--- src/rtl/prom_array.sv ---
module prom_array #(
  parameter int AW       = 18,
  parameter int DW       = 16,
  parameter int DEPTH    = 64,
  parameter bit ERASABLE = 1'b1
) (
  input  logic          clk_i,
  input  logic          rst_ni,
  input  logic          erase_i,
  input  logic          commit_i,
  input  logic [AW-1:0] wr_addr_i,
  input  logic [DW-1:0] wr_data_i,
  input  logic [AW-1:0] rd_addr_i,
  output logic [DW-1:0] rd_data_o
);
  localparam int            IW      = $clog2(DEPTH);
  localparam logic [AW-1:0] DEPTH_A = AW'(DEPTH);

  logic [DW-1:0] mem_q [DEPTH];
  logic [IW-1:0] wr_idx, rd_idx;
  logic          erase_en;

  assign wr_idx = IW'(wr_addr_i % DEPTH_A);
  assign rd_idx = IW'(rd_addr_i % DEPTH_A);

  generate
    if (ERASABLE) begin : g_erase
      assign erase_en = erase_i;
    end else begin : g_otp
      assign erase_en = 1'b0;
    end
  endgenerate

  always_ff @(posedge clk_i or negedge rst_ni) begin
    if (!rst_ni) begin
      for (int i = 0; i < DEPTH; i++) mem_q[i] <= '1;
    end else if (erase_en) begin
      for (int i = 0; i < DEPTH; i++) mem_q[i] <= '1;
    end else if (commit_i) begin
      mem_q[wr_idx] <= mem_q[wr_idx] & wr_data_i;
    end
  end

  assign rd_data_o = mem_q[rd_idx];
endmodule

--- config.mk ---
export PLATFORM = sky130hd
export DESIGN_NAME = prom_array
export DESIGN_NICKNAME = d
export VERILOG_FILES = /design/src/rtl/prom_array.sv
export SDC_FILE = /design/constraint.sdc
export NUM_CORES = 2
export LEC_CHECK = 0
export BUFFER_PORTS_ARGS = -buffer_cell sky130_fd_sc_hd__buf_2
export CELL_PAD_IN_SITES_DETAIL_PLACEMENT = 1
export CELL_PAD_IN_SITES_GLOBAL_PLACEMENT = 2
export CORE_ASPECT_RATIO = 1.4
export CORE_MARGIN = 2
export CORE_UTILIZATION = 45
export DETAILED_ROUTE_END_ITERATION = 10
export GPL_ROUTABILITY_DRIVEN = 0
export GPL_TIMING_DRIVEN = 1
export PLACE_DENSITY_LB_ADDON = 0.08
export SLEW_MARGIN = 20
export SYNTH_ARGS = -nofsm -noshare
export SYNTH_HDL_FRONTEND = slang
export SYNTH_SLANG_ARGS = --single-unit
--- constraint.sdc ---
create_clock -name clk_i -period 9.77 [get_ports clk_i]
set_clock_uncertainty 0.1 [all_clocks]
set_input_delay 1.954 -clock clk_i [delete_from_list [all_inputs] [get_ports clk_i]]
set_output_delay 1.954 -clock clk_i [all_outputs]
set_load 0.005 [all_outputs]
* Word-level counts from Yosys, hierarchy flattened *
Cells that the tools add are included.

storage, ports and cells
  register bits after elaboration = 1024
  output and inout bits = 16
  input port bits = 56

operators by class
  order comparisons = 3
  reduce and logical (&&, ||, !) cells = 2
  bitwise gates (word level) = 3
  multiplexer cells = 11

operators by type and width
  cell                                                        count
  two-way mux 1024 bit                                        2
  bitwise mux 1024 bit                                        1
  binary-select mux 16 bit (select 6 bit)                     2
  demux 16 bit (select 6 bit)                                 1
  two-way mux 16 bit                                          5
  bitwise AND 16 bit                                          1
  greater-or-equal comparator 7 bit, second input constant    2
  inverter 6 -> 7 bit                                         2
  less-than comparator 7 x 1 -> 1 bit, second input constant  1
  nonzero test 2 bit                                          1
  logical AND 1 bit                                           1

* Longest topological paths before layout *
  depth in word-level cells = 8
  mapped depth = 14
  depth with buffers taken out = 6

* Worst setup path before layout *
No wires, ideal clock.

  kind = in2out
  start = input rd_addr_i[0]
  end = output rd_data_o[11]
  stages on the path = 8
  setup slack = 3.338 ns
  buffers on the path = 4
  arrival = 4.378 ns
  cell sequence = clkbuf_1 > buf_2 > buf_2 > buf_1 > mux4_2 > mux4_2 > a22oi_1 > nand2_1

on the way
  word-level cells in the longest chain between the ends = 4

RTL lines
  element                                                 RTL line  text
  from (decl)                                             13        input logic [AW-1:0] rd_addr_i,
  inverter 6 -> 7 bit (implied by the code)               44        assign rd_data_o = mem_q[rd_idx];
  binary-select mux 16 bit (select 6 bit)                 44
  two-way mux 16 bit (implied by the code) (2 in series)  44
  to (decl)                                               14        output logic [DW-1:0] rd_data_o

Every way passes these cells. The select of a mux whose other input is x is not followed.

* Worst setup path in the final report *
  start = input rd_addr_i[0]
  end = output rd_data_o[13]

The elaborated chain is that of the path after synthesis.

==> results by group <==
Clock tree
  – CTS Root Cell: clkbuf_16
  – # H-tree levels: 3
  – # clock sinks: between 1k and 1.5k
  – CTS buffer count: 110
  – Buffer count from post-CTS setup fixing: 0
  – Max Root-Sink Buffers: 3
  – CTS tree: done
  – Clock latency on the worst-skew pair: about 0.79 ns
  – Clock-pin slew of the registers on the worst-case setup and hold paths: 0.06 ns
  – CTS Hold Bufs: 0
  – CTS resizes: 0

Critical path
  – Worst EP required: between 7 and 8 ns
  – Crit path max fanout: 48
  – Critical path type: primary input to output pin
  – Slowest cell on crit path: a211oi_1
  – Largest stage delay on the critical path: 1.07 ns
  – Crit path arrival time: 5.71 ns
  – CP top delay family: compound AO/OA/AOI/OAI gates
  – Reg2Reg Setup Slack: approximately 6.0 ns
  – CP Capture Type: output pin
  – Buf+Inv Stages, Crit Path: 3
  – CP cell instances: buf_8 -> buf_12 -> mux4_2 -> mux4_2 -> a211oi_1 -> a21oi_1 -> buf_2
  – Startpoint types: primary input
  – Most used cell, CP: mux4_2

Power
  – Pwr Total: roughly 10,000 uW
  – Comb power frac: 14.4%
  – Switching pwr: between 3000 and 4000 uW
  – Maximum vdd drop: approximately 0.19 mV
  – LEAKAGE: a little over 0.02 uW
  – Sw Share: between 30 and 40%
  – Flop pwr share: a little over two fifths
  – Clock power frac: 43.1%
  – Int Power: just over 7000 uW
  – P per Cell Area: 165 mW/mm2

Drt
  – Vias per cell: about 7.6
  – Initial DRT Pass Iterations: 8
  – Post-DRT Antenna Nets: 0
  – Final wirelength: 298,000 um
  – Detailed Route Iter0 Violations: around 7.1k
  – DRC Markers: 0
  – Vias: about 51k
  – Avg WL per Cell: between 40 and 50 um

STA
  – Slew Viols, Final: 0
  – Worst Tran Pin Value: 1.30 ns
  – Final min period: approximately 7.8 ns
  – Hold WS: around 0.41 ns
  – Final setup viols: 0
  – Final Hold Viols: 0
  – RSZ-0062 raised after global routing: false
  – Period Utilization, post-route: roughly 80%
  – Max-slew headroom: between 10% and 20%
  – Maximum clock rate: approximately 130 MHz
  – Final TNS setup: 0 ns

Global routing
  – First-pass GRT wire length: roughly 420,000 um
  – Vias in the first global route: a little over 50k
  – Largest net degree at the start of global routing: 160
  – All-Layer GR Usage: between 40% and 50%
  – Initial antenna violation count: 28
  – Total gr overflow: 0

Synthesis
  – Synth Area in Simple Gates: under 10%
  – Syn_nets: between 5k and 6k
  – Top cell type's share of synthesized area: between 40 and 50%
  – Synth Area in XOR/XNOR: 0%
  – Post-synthesis cell area: 0.0561 mm2
  – Count of state elements after synthesis: between 1k and 1.5k
  – Ys async rst share: 100%
  – Top post-synthesis cells by area: dfstp_2, mux4_2, a21oi_1
  – Top_reg_cell synth: dfstp_2
  – Synth Area in Compound Gates: 22.5%
  – Post-synth top cells: dfstp_2, a21oi_1, nor2_1
  – Largest family of logic cells by synthesized area: compound AO/OA/AOI/OAI gates
  – Cell taking the most area after synthesis: dfstp_2
  – Seq/Total Area, Yosys: approximately 48%
  – Mux contribution to synthesized area: roughly 16%
  – Cells after Synth: just over 5k
  – Yosys cell types: between 70 and 80
  – Yosys warning count: 0
  – Post-Synth Adder-Cell Area: 0%
  – Top-count cell post-synth: dfstp_2
  – EDFF count, synth: 0
  – Avg Cell Area, Syn: 10.8 um2

Die
  – Std cell rows: 153
  – I/O pins: a little over 70
  – Initial core utilization: roughly 45%
  – CORE AREA: around 0.12 mm2
  – Die area: about 0.13 mm2
  – Die Wd: just over 300 um
  – Die Span Y: between 400 and 500 um

Final layout
  – Final #Nets: approximately 5k
  – Max reg flops: about 1k
  – Filler instances: between 10k and 15k
  – Storage element area: 0.0269 mm2
  – Area grow syn2layout: 10.4%
  – Multi-input logic area: roughly 0.027 mm2
  – Top reg by flops: mem_q
  – Share of cells above drive strength 1: approximately 39%
  – Design Area, Final: 0.0620 mm2
  – Largest registers: mem_q: 1024 flops

Place
  – Port bufs: 47
  – DP HPWL: ~190,000 um
  – Placed cell area: around 0.058 mm2

Status
  – Status: completed

Min path
  – Worst min path class: register to register

Run
  – Maxcap violations: 0
-- logic make-up (layout without fill, tap and decap cells) --
group | after synthesis | count (layout)
compound gates | 2005 | 2005
simple gates | 1148 | 1148
flops | 1024 | 1024
buf+inv | 548 | 485
mux | 464 | 464
other cells | 0 | 15
-- final cells by class --
class                           instances  area share, %
Multi-Input combinational cell       3617           43.7
Tap cell                             1627           3.29
Antenna cell                           15         0.0606
Timing Repair Buffer                  269           3.61
Sequential cell                      1024           43.4
Clock buffer                          160           5.24
Inverter                               11         0.0686
Clock inverter                         45          0.658
-- final timing paths --
| check | start | to | cells past startpoint |
|---|---|---|---|
| setup / recovery | rd_addr_i[0] | rd_data_o[13] | 7 |
| hold / removal | mem_q[662] | mem_q[662] | 2 |
| setup reg to reg | mem_q[585] | mem_q[905] | 6 |
| hold reg to reg | mem_q[662] | mem_q[662] | 2 |
| max in group asynchronous | rst_ni | mem_q[614] | 3 |
| min in group asynchronous | rst_ni | mem_q[938] | 1 |
-- cell usage in the layout (no fill, tap or decap), types with 23 or more instances in the layout --
master     count
a21o_1        28
a21oi_1      992
a221oi_1     114
a22o_1        35
a22oi_1      169
buf_2         39
buf_4        199
clkbuf_1      23
clkbuf_16    113
clkbuf_8      25
clkinv_2      30
dfstp_2     1024
mux2_2        46
mux2i_1       59
mux4_2       358
nand2_1      132
nand3_1       26
nand3b_1      52
nor2_1       788
nor2_2        29
o21ai_0       33
o21bai_1      34
o22a_1        71
o22ai_1      347
-- per-stage QoR --
| stage | utilization, % | instances | setup WS [ns] |
|---|---|---|---|
| floorplan | - | 5189 | 3.34 |
| global placement | 46.8 | 6541 | 2.24 |
| detailed placement | 46.8 | 6541 | 2.22 |
| CTS | 49.8 | 6746 | 2.22 |
| global route | 49.9 | 6753 | 2.09 |
| finish | 50.0 | 6768 | 2.01 |
-- power by group through the flow --
stage	clock [uW]	sequential, uW	combinational [uW]
6_report	4410	4340	1480
5_1_grt	4570	4340	1460
4_1_cts	4420	4340	1370
3_5_place_dp	0	4400	1370
3_3_place_gp	0	4400	1370
2_1_floorplan	0	4390	694
-- per-layer routing --
metal	track usage, %	routed length [um]	share of wire (%)	vias to the layer above
met5	1.34	327	0.11	-
met4	32.3	26800	9.0	28
met3	19.2	38000	13	1147
met2	67.6	128000	43	3793
met1	57.5	105000	35	27000
li1	-	-	-	19400
-- tightest hold or removal path, cell delays in order (launching register included) --
cell and delay, ns:
dfstp_2 0.37, nor2_1 0.09, a21oi_1 0.04
(Power assumes the default switching activity.)
